[config.mk]
export PLATFORM = sky130hd
export DESIGN_NAME = pair_issue_ctl
export DESIGN_NICKNAME = d
export VERILOG_FILES = /design/src/rtl/pair_pkg.sv /design/src/rtl/pair_regdep.sv /design/src/rtl/pair_rules.sv /design/src/rtl/pair_issue_ctl.sv
export SDC_FILE = /design/constraint.sdc
export NUM_CORES = 1
export LEC_CHECK = 0
export BUFFER_PORTS_ARGS = -buffer_cell sky130_fd_sc_hd__buf_2
export CORE_AREA = 2 2 39 41
export DETAILED_ROUTE_END_ITERATION = 7
export DIE_AREA = 0 0 41 43
export GPL_ROUTABILITY_DRIVEN = 0
export PLACE_DENSITY = 0.58
export SLEW_MARGIN = 10
export SYNTH_ARGS = -nofsm -noshare
export SYNTH_HDL_FRONTEND = slang
export SYNTH_HIERARCHICAL = 1
export SYNTH_SLANG_ARGS = --single-unit
[constraint.sdc]
create_clock -name vclk -period 3.2
set_input_delay 0.32 -clock vclk [all_inputs]
set_output_delay 0.32 -clock vclk [all_outputs]
set_load 0.01 [all_outputs]
[src/rtl/pair_pkg.sv]
package pair_pkg;
  typedef struct packed {
    logic simple;
    logic jump;
    logic cjmp;
    logic sets_cc;
    logic u_only;
  } op_flags_t;

  typedef enum logic [1:0] {
    ADV_NONE = 2'd0,
    ADV_ONE  = 2'd1,
    ADV_TWO  = 2'd2
  } adv_e;
endpackage

[src/rtl/pair_regdep.sv]
module pair_regdep #(
  parameter int REG_W = 3,
  parameter int NSRC  = 2
) (
  input  logic                        old_dst_en,
  input  logic [REG_W-1:0]            old_dst,
  input  logic                        yng_dst_en,
  input  logic [REG_W-1:0]            yng_dst,
  input  logic [NSRC-1:0]             yng_src_en,
  input  logic [NSRC-1:0][REG_W-1:0]  yng_src,
  output logic                        raw_hit,
  output logic                        waw_hit
);
  logic [NSRC-1:0] src_match;

  for (genvar g = 0; g < NSRC; g++) begin : g_src
    assign src_match[g] = yng_src_en[g] && (yng_src[g] == old_dst);
  end

  assign raw_hit = old_dst_en && (|src_match);
  assign waw_hit = old_dst_en && yng_dst_en && (yng_dst == old_dst);
endmodule

[src/rtl/pair_rules.sv]
module pair_rules
  import pair_pkg::*;
(
  input  op_flags_t old_f,
  input  op_flags_t yng_f,
  output logic      class_ok,
  output logic      cc_bypass
);
  logic both_simple;
  logic old_branch;
  logic unused_flags;

  assign both_simple = old_f.simple && yng_f.simple;
  assign old_branch  = old_f.jump || old_f.cjmp;
  // flag dependence producer->conditional jump is deliberately not a blocker
  assign cc_bypass   = old_f.sets_cc && yng_f.cjmp;
  assign class_ok    = both_simple && !old_branch && !yng_f.u_only;
  assign unused_flags = ^{old_f.u_only, yng_f.jump, yng_f.sets_cc};
endmodule

[src/rtl/pair_issue_ctl.sv]
module pair_issue_ctl
  import pair_pkg::*;
#(
  parameter int REG_W = 3
) (
  input  logic             clk,
  input  logic             rst_n,
  input  logic             stall,
  input  logic             slot0_valid,
  input  logic             s0_simple,
  input  logic             s0_jump,
  input  logic             s0_cjmp,
  input  logic             s0_sets_cc,
  input  logic             s0_u_only,
  input  logic             s0_dst_en,
  input  logic [REG_W-1:0] s0_dst,
  input  logic             s0_sa_en,
  input  logic [REG_W-1:0] s0_sa,
  input  logic             s0_sb_en,
  input  logic [REG_W-1:0] s0_sb,
  input  logic             slot1_valid,
  input  logic             s1_simple,
  input  logic             s1_jump,
  input  logic             s1_cjmp,
  input  logic             s1_sets_cc,
  input  logic             s1_u_only,
  input  logic             s1_dst_en,
  input  logic [REG_W-1:0] s1_dst,
  input  logic             s1_sa_en,
  input  logic [REG_W-1:0] s1_sa,
  input  logic             s1_sb_en,
  input  logic [REG_W-1:0] s1_sb,
  output logic             issue_u,
  output logic             issue_v,
  output logic [1:0]       adv_cnt
);
  localparam int NSRC = 2;

  op_flags_t old_f, yng_f;
  logic      class_ok, cc_bypass, raw_hit, waw_hit, pair_ok;
  logic [NSRC-1:0]            y_src_en;
  logic [NSRC-1:0][REG_W-1:0] y_src;
  adv_e      adv;
  logic      unused_old_src;

  assign old_f = '{simple: s0_simple, jump: s0_jump, cjmp: s0_cjmp,
                   sets_cc: s0_sets_cc, u_only: s0_u_only};
  assign yng_f = '{simple: s1_simple, jump: s1_jump, cjmp: s1_cjmp,
                   sets_cc: s1_sets_cc, u_only: s1_u_only};
  assign y_src_en = {s1_sb_en, s1_sa_en};
  assign y_src    = {s1_sb, s1_sa};
  assign unused_old_src = ^{s0_sa_en, s0_sa, s0_sb_en, s0_sb};

  pair_rules u_rules (
    .old_f    (old_f),
    .yng_f    (yng_f),
    .class_ok (class_ok),
    .cc_bypass(cc_bypass)
  );

  pair_regdep #(.REG_W(REG_W), .NSRC(NSRC)) u_regdep (
    .old_dst_en(s0_dst_en),
    .old_dst   (s0_dst),
    .yng_dst_en(s1_dst_en),
    .yng_dst   (s1_dst),
    .yng_src_en(y_src_en),
    .yng_src   (y_src),
    .raw_hit   (raw_hit),
    .waw_hit   (waw_hit)
  );

  assign pair_ok = slot1_valid && class_ok && !raw_hit && !waw_hit;

  always_comb begin
    if (stall || !slot0_valid) adv = ADV_NONE;
    else if (pair_ok)          adv = ADV_TWO;
    else                       adv = ADV_ONE;
  end

  assign adv_cnt = adv;
  assign issue_u = (adv != ADV_NONE);
  assign issue_v = (adv == ADV_TWO);


  stall_quiet_chk: assert property (@(posedge clk) disable iff (!rst_n)
    (stall || !slot0_valid) |-> (!issue_u && !issue_v && adv_cnt == 2'd0));

  adv_sum_chk: assert property (@(posedge clk) disable iff (!rst_n)
    adv_cnt == ({1'b0, issue_u} + {1'b0, issue_v}));

  v_needs_u_chk: assert property (@(posedge clk) disable iff (!rst_n)
    issue_v |-> issue_u);

  no_jump_lead_chk: assert property (@(posedge clk) disable iff (!rst_n)
    issue_v |-> (!s0_jump && !s0_cjmp));

  u_only_not_v_chk: assert property (@(posedge clk) disable iff (!rst_n)
    issue_v |-> !s1_u_only);

  raw_block_chk: assert property (@(posedge clk) disable iff (!rst_n)
    (issue_v && s0_dst_en) |-> (!(s1_sa_en && s1_sa == s0_dst) &&
                                !(s1_sb_en && s1_sb == s0_dst)));

  waw_block_chk: assert property (@(posedge clk) disable iff (!rst_n)
    (issue_v && s0_dst_en && s1_dst_en) |-> (s1_dst != s0_dst));

  cc_pair_chk: assert property (@(posedge clk) disable iff (!rst_n)
    (cc_bypass && !stall && slot0_valid && slot1_valid && s0_simple && s1_simple
     && !s0_jump && !s0_cjmp && !s1_u_only && !s0_dst_en) |-> issue_v);
endmodule

### After elaboration in Yosys (flattened, before gate mapping)

Cells that the tools add are included.

* register bits: 0
* bits in latches: 0
* RAM bits: 0
* bits in read-only memories: 0
* input port bits: 39
* output and inout bits: 4
* memories kept: 0

* $add $sub $neg: 0
* multipliers: 0
* divide/modulo/power cells: 0
* $lt $le $gt $ge: 0
* eq/ne operators: 4
* shift-type cells: 0
* multiplexer cells: 2
* bitwise operators: 0
* reduce and logical (&&, ||, !) cells: 20

Operator list (number)
* logical AND 1 bit: 11
* == test 3 bit: 3
* logical NOT 1 bit: 5
* two-way mux 2 bit: 2
* == test 2 bit, second input constant: 1
* logical OR 1 bit: 2
* nonzero test 2 bit: 1
* OR reduction 2 bit: 1

### Depth between registers and ports, before layout

Gate-level depths: netlist of run 1.

* word-level depth: 10
* depth in mapped cells: 6
* mapped depth without buffers: 5

### Cells and area by module

Netlist of run 1, hierarchy kept.

Modules (own cells, without submodules)
* pair_regdep: times used 1, cells an instance 14, area an instance 108.9 um^2
* pair_issue_ctl: times used 1, cells an instance 5, area an instance 38.8 um^2
* pair_rules: times used 1, cells an instance 3, area an instance 22.5 um^2

### Worst setup path before layout of run 1

Ideal clock, no wire load.

* path kind: input-to-output
* from: in s1_sb[1]
* to: out adv_cnt[1]
* arrival time: 1.215 ns
* data required time: 2.880 ns
* path slack: 1.665 ns
* stages on the path: 6
* path buffers: 1
* path through: xnor2_1 > nand4_1 > a21boi_1 > and4bb_2 > and2_1 > buf_4

* longest elaborated chain between the ends: 9

RTL lines
* start, declared: line pair_issue_ctl.sv:32 `input logic [REG_W-1:0] s1_sb,`
* == test 3 bit: line pair_regdep.sv:17 `assign src_match[g] = yng_src_en[g] && (yng_src[g] == old_dst);`
* logical AND 1 bit: line pair_regdep.sv:17
* OR reduction 2 bit: line pair_regdep.sv:20 `assign raw_hit = old_dst_en && (|src_match);`
* logical AND 1 bit: line pair_regdep.sv:20
* net raw_hit: line pair_issue_ctl.sv:40 `logic class_ok, cc_bypass, raw_hit, waw_hit, pair_ok;`
* logical NOT 1 bit: line pair_issue_ctl.sv:72 `assign pair_ok = slot1_valid && class_ok && !raw_hit && !waw_hit;`
* logical AND 1 bit (2 in a row): line pair_issue_ctl.sv:72
* two-way mux 2 bit: line pair_issue_ctl.sv:76 `else if (pair_ok) adv = ADV_TWO;`
* two-way mux 2 bit: line pair_issue_ctl.sv:75 `if (stall || !slot0_valid) adv = ADV_NONE;`
* end, declared: line pair_issue_ctl.sv:35 `output logic [1:0] adv_cnt`

The timed path passes the listed nets, and every way through them passes these cells.

### Worst setup path after layout of run 1

* from: in s0_dst[1]
* to: out issue_v

* longest elaborated chain between the ends: 10
* elaborated cells between the ends (all ways): 15
* those cells by class: 4 x eq/ne; 2 x mux; 9 x reduce/logical

RTL lines
* start, declared: line pair_issue_ctl.sv:16 `input logic [REG_W-1:0] s0_dst,`
* == test 3 bit: line pair_regdep.sv:17
* logical AND 1 bit: line pair_regdep.sv:17
* OR reduction 2 bit *: line pair_regdep.sv:20
* logical AND 1 bit *: line pair_regdep.sv:20
* net raw_hit: line pair_issue_ctl.sv:40
* logical NOT 1 bit *: line pair_issue_ctl.sv:72
* logical AND 1 bit * (2 in a row): line pair_issue_ctl.sv:72
* two-way mux 2 bit *: line pair_issue_ctl.sv:76
* two-way mux 2 bit *: line pair_issue_ctl.sv:75
* == test 2 bit *: line pair_issue_ctl.sv:82 `assign issue_v = (adv == ADV_TWO);`
* end, declared: line pair_issue_ctl.sv:34 `output logic issue_v,`

Mark *: on every way through the listed nets, which the timed path passes. The rest lies on a longest branch.

==> reports/qor.csv, run 1 <==
stage;metric;value;unit
run_status;outcome;completed;
placement;post-place-ws;1.501;ns
min_path;timing.hold.worst.class;in2out;
drt;drt_pass1_iterations;1;
placement;post-place-cells;64;
finish;layout-drive-gt1-share;62.50;%
finish;register_area;0;um2
setup_path;path_class;in2out;
grt;maximum_number_of_pins_on_one_net_before_global_route_repair;4;
clock_network;post_cts_resize_count;0;
setup_path;required;2.88;ns
min_path;hold_path_startpoint;stall;
grt;grt_pass1_vias;198;
timing;timing_worst_slew_pin_value;0.1897;ns
logic_synthesis;synthesis.instances;21;
drt;drt_drc_violations_left;0;
setup_path;timing.critical_path.from;s0_dst[1];
setup_path;setup_crit_end_kind;output port;
timing;max_freq;590.1;MHz
drt;detailedRoute.firstIterationViolations;0;
logic_synthesis;synth.avg_cell_area;7.805;um2
timing;hold_viol;0;
timing;layout_worst_path_cycle_share;52.96;%
floorplanning;die_h;43;um
timing;tns;0;ns
floorplanning;fp.coreArea;1384;um2
grt;globalRoute.totalOverflow;0;
timing;setup_repair_after_global_routing_missed_its_margin;false;
placement;port-buffer-count;28;
logic_synthesis;yosys_warn_count;6;
finish;finalNetCount;89;
timing;final-setup-viol-count;0;
clock_network;cts_hold_buffers;0;
logic_synthesis;synthesis.area;163.9;um2
floorplanning;io-pin-count;43;
setup_path;timing.critical_path.arrival;1.37;ns
power_and_ir_drop;leakage_power;0.0001591;uW
grt;wire_length_of_the_first_global_routing_pass;717;um
job;timing.max_cap.violations;0;
finish;clock_buffers;0;
finish;design.seq.count;0;
setup_path;timing.critical_path.from_type;input port;
drt;wl_per_cell;8.078;um
logic_synthesis;mappedNetlistNets;60;
setup_path;worst-path-max-fanout;3;
drt;detailroute.via_count;233;
finish;flow.area_growth_from_synthesis;93.13;%
power_and_ir_drop;pwr_density_cell;105.4;nW/um2
finish;antenna_cells_inserted;0;
finish;layout.cells.non_filler;64;
timing;min_period;1.695;ns
grt;gr-usage-all-layers;5.395;%
floorplanning;rows;14;
timing;maxSlewHeadroom;87.25;%
drt;route.antenna.remaining_nets;0;
drt;vias_per_cell;3.641;
timing;finalMaxSlewViolations;0;
floorplanning;dieArea;1763;um2
grt;antenna_found_initial;0;
floorplanning;starting_density;11.84;%
floorplanning;dieWidth;41;um
clock_network;post_cts_buffers;0;
timing;postLayoutSetupSlackWorst;1.505;ns
finish;fillCellCount;168;
drt;routed_wirelength;517;um
power_and_ir_drop;vdd_drop_max;44.50;uV
finish;multiInputGateArea;156.4;um2
-- layer usage --
metal  share of wire [%]  GRT usage (%)  up-vias
met5                   0              0        -
met4                   0              0        0
met3                  17         0.5236        0
met2                  41          9.063       17
met1                  42          7.595       89
li1                    -              -      127
-- critical path, cell delays in order --
cell	delay, ns
buf_2	0.13
xnor2_1	0.16
nand4_1	0.11
a21boi_1	0.14
and4bb_2	0.24
and2_1	0.14
buf_2	0.13
-- placed cells by master, fill, tap and decap left out --
master / n
nand3_1: 1
xor2_1: 2
and2_1: 1
nor4_2: 1
nand4_1: 2
and4bb_2: 1
nor2b_1: 2
nand2_1: 1
xnor2_1: 7
nor3_1: 1
buf_2: 28
a21boi_1: 1
-- power breakdown --
group / total (uW) / internal [uW] / switching (uW) / leakage (uW)
combinational: 33.4 / 20.3 / 13.1 / 0.000159
clock: 0 / 0 / 0 / 0
sequential: 0 / 0 / 0 / 0
total: 33.4 / 20.3 / 13.1 / 0.000159
-- cell type report --
| class | count | area share, % |
|---|---|---|
| Tap cell | 16 | 6.324 |
| Multi-Input combinational cell | 20 | 49.41 |
| Timing Repair Buffer | 28 | 44.27 |
-- stage by stage --
| stage | hold slack (ns) | total power [uW] | area (um2) | utilization [%] |
|---|---|---|---|---|
| after global routing | 0.9168 | 37.30 | 316.6 | 22.88 |
| final | 0.8869 | 33.36 | 316.6 | 22.88 |
| after global placement | 0.8828 | 32.97 | 316.6 | 22.88 |
| after floorplan | 0.6956 | 13.83 | 163.9 | - |
| after detailed placement | 0.8885 | 33.58 | 316.6 | 22.88 |
| after CTS | 0.8894 | 33.77 | 316.6 | 22.88 |
-- final timing paths --
check                  to  cells after the start
setup / recovery  issue_v                      7
hold / removal    issue_u                      3
No activity file was read; power rests on OpenSTA's default activity.
==> run 2: changes to the inputs <==
--- a/config.mk
+++ b/config.mk
@@ -5,12 +5,13 @@
 export SDC_FILE = /design/constraint.sdc
 export NUM_CORES = 1
 export LEC_CHECK = 0
+export ABC_AREA = 1
 export BUFFER_PORTS_ARGS = -buffer_cell sky130_fd_sc_hd__buf_2
 export CORE_AREA = 2 2 39 41
 export DETAILED_ROUTE_END_ITERATION = 7
 export DIE_AREA = 0 0 41 43
 export GPL_ROUTABILITY_DRIVEN = 0
-export PLACE_DENSITY = 0.58
+export PLACE_DENSITY = 0.65
 export SLEW_MARGIN = 10
 export SYNTH_ARGS = -nofsm -noshare
 export SYNTH_HDL_FRONTEND = slang
==> constraint.sdc (replaced) <==
create_clock -name vclk -period 1.6
set_input_delay 0.16 -clock vclk [all_inputs]
set_output_delay 0.16 -clock vclk [all_outputs]
set_load 0.01 [all_outputs]
==> run 2 against run 1 <==
  * Die area stayed put
  * Count of clock-buffer cells in the layout stayed put
  * Non-clock buffer count stayed put
  * Global-route usage rose by 2.5 points
  * Highest routed layer unchanged
  * Final cell count increased by 58%
  * Routed wire length is 29% higher
  * Sequential share of layout area unchanged
  * Critical path depth is 2 higher
  * Combinational power is 130% higher
  * First-iteration DRC count rose by 2
  * Synthesized cell count grew to 2.8 times the previous value
==> reports/qor.csv, run 2 <==
stage;metric;value;unit;change
power_and_ir_drop;sequentialPowerShare;0;%;unchanged
floorplanning;io-pin-count;43;;unchanged
logic_synthesis;synth.avg_cell_area;4.293;um2;-45%
power_and_ir_drop;cell_internal_pwr;39.16;uW;+93%
clock_network;post_cts_buffers;0;;unchanged
placement;detailed_place.area;401.6;um2;+27%
drt;detailroute.via_count;403;;+73%
finish;layout-drive-gt1-share;40.00;%;-22 points
finish;register_area;0;um2;unchanged
grt;maximum_number_of_pins_on_one_net_before_global_route_repair;6;;+2
drt;route.antenna.remaining_nets;0;;unchanged
grt;gr-usage-all-layers;7.892;%;+2.5 points
logic_synthesis;yosys_warn_count;6;;unchanged
logic_synthesis;synthesis.instances;58;;+180%
grt;globalRoute.totalOverflow;0;;unchanged
finish;design.seq.count;0;;unchanged
timing;min_period;1.263;ns;
timing;tns;0;ns;unchanged
finish;finalNetCount;126;;+42%
power_and_ir_drop;leakage_power;0.0002902;uW;+82%
timing;maxSlewHeadroom;89.24;%;+2.0 points
floorplanning;fp.coreArea;1384;um2;unchanged
min_path;timing.hold.worst.class;in2out;;
grt;wire_length_of_the_first_global_routing_pass;1062;um;+48%
power_and_ir_drop;total_switching_power;37.74;uW;+190%
logic_synthesis;synthesis.area;249.0;um2;+52%
finish;finish.instance_area;401.6;um2;+27%
power_and_ir_drop;pwr_density_cell;191.5;nW/um2;+82%
drt;vias_per_cell;3.990;;+9.6%
setup_path;path_class;in2out;;
drt;drt_drc_violations_left;0;;unchanged
floorplanning;die_h;43;um;unchanged
finish;highest_count_cells_in_the_layout_ignoring_fill_and_taps;buf_2, nand2_1, inv_1;;
floorplanning;dieWidth;41;um;unchanged
timing;final-setup-viol-count;0;;unchanged
run_status;outcome;completed;;
floorplanning;rows;14;;unchanged
setup_path;timing.critical_path.arrival;1.10;ns;-0.27 ns
drt;detailedRoute.firstIterationViolations;2;;+2
finish;flow.area_growth_from_synthesis;61.31;%;
clock_network;cts_hold_buffers;0;;unchanged
timing;max_freq;791.8;MHz;
power_and_ir_drop;vdd_drop_max;61.63;uV;+39%
timing;hold_viol;0;;unchanged
timing;finalMaxSlewViolations;0;;unchanged
timing;setup_repair_after_global_routing_missed_its_margin;false;;
finish;antenna_cells_inserted;0;;unchanged
setup_path;setup_crit_end_kind;output port;;
grt;grt_pass1_vias;309;;+56%
clock_network;post_cts_resize_count;0;;unchanged
setup_path;timing.critical_path.from_type;input port;;
setup_path;worst-path-max-fanout;5;;+2
power_and_ir_drop;combPwrFrac;100.0;%;about the same
drt;drt_pass1_iterations;2;;+1
drt;wl_per_cell;6.584;um;-18%
finish;clock_buffers;0;;unchanged
timing;timing_worst_slew_pin_value;0.1612;ns;-0.02849 ns
grt;antenna_found_initial;0;;unchanged
logic_synthesis;mappedNetlistNets;97;;+62%
drt;routed_wirelength;665;um;+29%
placement;port-buffer-count;28;;unchanged
setup_path;required;1.44;ns;-1.44 ns
job;timing.max_cap.violations;0;;unchanged
finish;layout_commonest_cell;buf_2;;
timing;layout_worst_path_cycle_share;78.94;%;
floorplanning;starting_density;17.99;%;+6.1 points
floorplanning;dieArea;1763;um2;unchanged
placement;place.detailed.hpwl;627.4;um;
power_and_ir_drop;clk_pwr_share;0;%;unchanged
power_and_ir_drop;switching_share;49.08;%;+9.8 points
-- run 2: path summary, 6_finish.rpt --
check | startpoint | to | slack, ns | depth (start not counted)
min | slot0_valid | issue_u | 0.65 | 4
max | s0_dst[1] | adv_cnt[1] | 0.34 | 9
-- run 2: power by group through the flow --
stage / combinational (uW) / clock (uW) / sequential, uW
floorplan: 38.2 / 0 / 0
global placement: 75.9 / 0 / 0
detailed placement: 78.1 / 0 / 0
CTS: 78.5 / 0 / 0
global route: 92.1 / 0 / 0
finish: 76.9 / 0 / 0
-- run 2: through the flow --
step | total power (uW) | instances | worst slack [ns] | hold slack [ns] | utilization, %
final | 76.91 | 101 | 0.3370 | 0.6493 | 29.02
after CTS | 78.55 | 101 | 0.3124 | 0.6546 | 29.02
after global routing | 92.14 | 101 | 0.1708 | 0.6877 | 29.02
after detailed placement | 78.15 | 101 | 0.3131 | 0.6510 | 29.02
after global placement | 75.89 | 101 | 0.3483 | 0.6387 | 29.02
after floorplan | 38.17 | 58 | 0.4133 | 0.4719 | -
-- run 2: metal layers --
layer / GRT usage, % / vias up / part of all wire (%)
met5: 0 / - / 0
met4: 0 / 0 / 0
met3: 0 / 0 / 17
met2: 14.37 / 23 / 41
met1: 10.44 / 160 / 41
li1: - / 220 / -
-- run 2: final cells by class --
| type | count | area, um2 |
|---|---|---|
| fill | 172 | 982.2 |
| inverter | 15 | 56.30 |
| multi-input combinational | 42 | 185.2 |
| tap | 16 | 20.02 |
| timing repair buffer | 28 | 140.1 |
-- run 2: critical path, stage by stage --
cell,delay [ns]
buf_2,0.09
inv_1,0.07
or2_2,0.27
nand4_1,0.08
nor2_1,0.06
nor2_2,0.10
nand2_1,0.07
nor2_2,0.08
buf_2,0.13
==> run 3: changes to the inputs <==
==> constraint.sdc (replaced) <==
create_clock -name vclk -period 1.23
set_input_delay 0.123 -clock vclk [all_inputs]
set_output_delay 0.123 -clock vclk [all_outputs]
set_load 0.01 [all_outputs]
==> run 3 against run 2 <==
  * First-iteration DRC count shrank 50%
  * Design area grew 7.5%
  * Sequential share of layout area is the same
  * Count of clock-buffer cells in the layout is the same
  * Highest routed layer unchanged
  * Critical endpoint unchanged
  * Utilization grew 2.2 points
==> reports/qor.csv, run 3 (synthesis gave the netlist of run 2 again) <==
stage;metric;value;unit;change
finish;fillCellCount;169;;-1.7%
clock_network;post_cts_resize_count;0;;unchanged
timing;hold-worst-slack;0.5761;ns;-0.07324 ns
power_and_ir_drop;combPwrFrac;100.0;%;about the same
power_and_ir_drop;post-layout-total-power;112.0;uW;+46%
finish;clock_buffers;0;;unchanged
power_and_ir_drop;vdd_drop_max;83.37;uV;+35%
setup_path;path_class;in2out;;
floorplanning;dieWidth;41;um;unchanged
drt;vias_per_cell;4.030;;+0.99%
setup_path;timing.critical_path.from_type;input port;;
min_path;timing.hold.worst.class;in2out;;
floorplanning;io-pin-count;43;;unchanged
timing;final-setup-viol-count;0;;unchanged
grt;antenna_found_initial;0;;unchanged
finish;register_area;0;um2;unchanged
power_and_ir_drop;total_switching_power;52.81;uW;+40%
timing;timing_worst_slew_pin_value;0.1415;ns;-0.01964 ns
timing;setup_repair_after_global_routing_missed_its_margin;true;;
power_and_ir_drop;clk_pwr_share;0;%;unchanged
timing;finalMaxSlewViolations;0;;unchanged
placement;place.detailed.hpwl;627.4;um;unchanged
power_and_ir_drop;pwr_density_cell;259.4;nW/um2;+35%
finish;flow.area_growth_from_synthesis;73.37;%;
timing;tns;0;ns;unchanged
finish;antenna_cells_inserted;0;;unchanged
setup_path;timing.critical_path.arrival;1.02;ns;-0.08 ns
grt;globalRoute.totalOverflow;0;;unchanged
finish;layout-drive-gt1-share;43.53;%;+3.5 points
power_and_ir_drop;leakage_power;0.0002955;uW;+1.8%
floorplanning;die_h;43;um;unchanged
drt;route.antenna.remaining_nets;0;;unchanged
finish;finalNetCount;126;;unchanged
timing;hold_viol;0;;unchanged
placement;post-place-cells;101;;unchanged
drt;drt_drc_violations_left;0;;unchanged
drt;detailroute.via_count;407;;+0.99%
drt;drt_pass1_iterations;2;;unchanged
floorplanning;starting_density;17.99;%;unchanged
job;timing.max_cap.violations;0;;unchanged
drt;wl_per_cell;6.673;um;+1.4%
floorplanning;dieArea;1763;um2;unchanged
floorplanning;fp.coreArea;1384;um2;unchanged
timing;postLayoutSetupSlackWorst;0.09195;ns;-0.2451 ns
placement;port-buffer-count;28;;unchanged
timing;layout_worst_path_cycle_share;92.52;%;
timing;max_freq;878.7;MHz;
power_and_ir_drop;cell_internal_pwr;59.17;uW;+51%
finish;layout_commonest_cell;buf_2;;
grt;maximum_number_of_pins_on_one_net_before_global_route_repair;6;;unchanged
timing;maxSlewHeadroom;90.56;%;+1.3 points
clock_network;post_cts_buffers;0;;unchanged
power_and_ir_drop;switching_share;47.16;%;-1.9 points
placement;post-place-ws;0.01712;ns;-0.2960 ns
drt;routed_wirelength;674;um;+1.4%
run_status;outcome;completed;;
finish;design.seq.count;0;;unchanged
timing;min_period;1.138;ns;
clock_network;cts_hold_buffers;0;;unchanged
grt;wire_length_of_the_first_global_routing_pass;1062;um;unchanged
grt;grt_pass1_vias;309;;unchanged
finish;layout.cells.non_filler;101;;unchanged
floorplanning;rows;14;;unchanged
drt;detailedRoute.firstIterationViolations;1;;-1
setup_path;setup_crit_end_kind;output port;;
setup_path;required;1.11;ns;-0.33 ns
power_and_ir_drop;sequentialPowerShare;0;%;unchanged
setup_path;worst-path-max-fanout;4;;-1
finish;highest_count_cells_in_the_layout_ignoring_fill_and_taps;buf_2, nand2_1, inv_1;;
grt;gr-usage-all-layers;7.892;%;unchanged
[run 3: power groups by stage]
stage                     combinational, uW  sequential, uW  clock [uW]
after detailed placement                102               0           0
final                                   112               0           0
after global routing                    132               0           0
after CTS                               102               0           0
after floorplan                        49.7               0           0
after global placement                 98.7               0           0
[run 3: area by class of cell]
cell class                 count  area [um2]  area share, %
inverter                      15       61.31          14.20
multi-input combinational     42       193.9          44.93
tap                           16       20.02          4.638
timing repair buffer          28       156.4          36.23
[run 3: worst max-delay path, stage by stage]
cell and delay [ns]:
buf_8 0.08, inv_4 0.03, or2_1 0.22, o2111ai_2 0.06
nor2_1 0.07, nor2_2 0.12, nand2_1 0.07, nor2_2 0.10
buf_2 0.13
[run 3: final timing paths]
check	to	from	cells after the start
worst min-delay path	issue_u	slot0_valid	4
worst max-delay path	adv_cnt[1]	s0_dst[2]	9
[run 3: per-layer routing]
layer / share of wire, % / wire, um / global-route usage [%] / vias up
li1: - / - / - / 223
met1: 41 / 278 / 10.44 / 161
met2: 41 / 279 / 14.37 / 23
met3: 17 / 116 / 0 / 0
met4: 0 / 0 / 0 / 0
met5: 0 / 0 / 0 / -
[run 3: stage by stage]
stage / area, um2 / utilization, %
after floorplan: 249.0 / -
after global placement: 401.6 / 29.02
after detailed placement: 401.6 / 29.02
after CTS: 401.6 / 29.02
after global routing: 431.7 / 31.19
final: 431.7 / 31.19
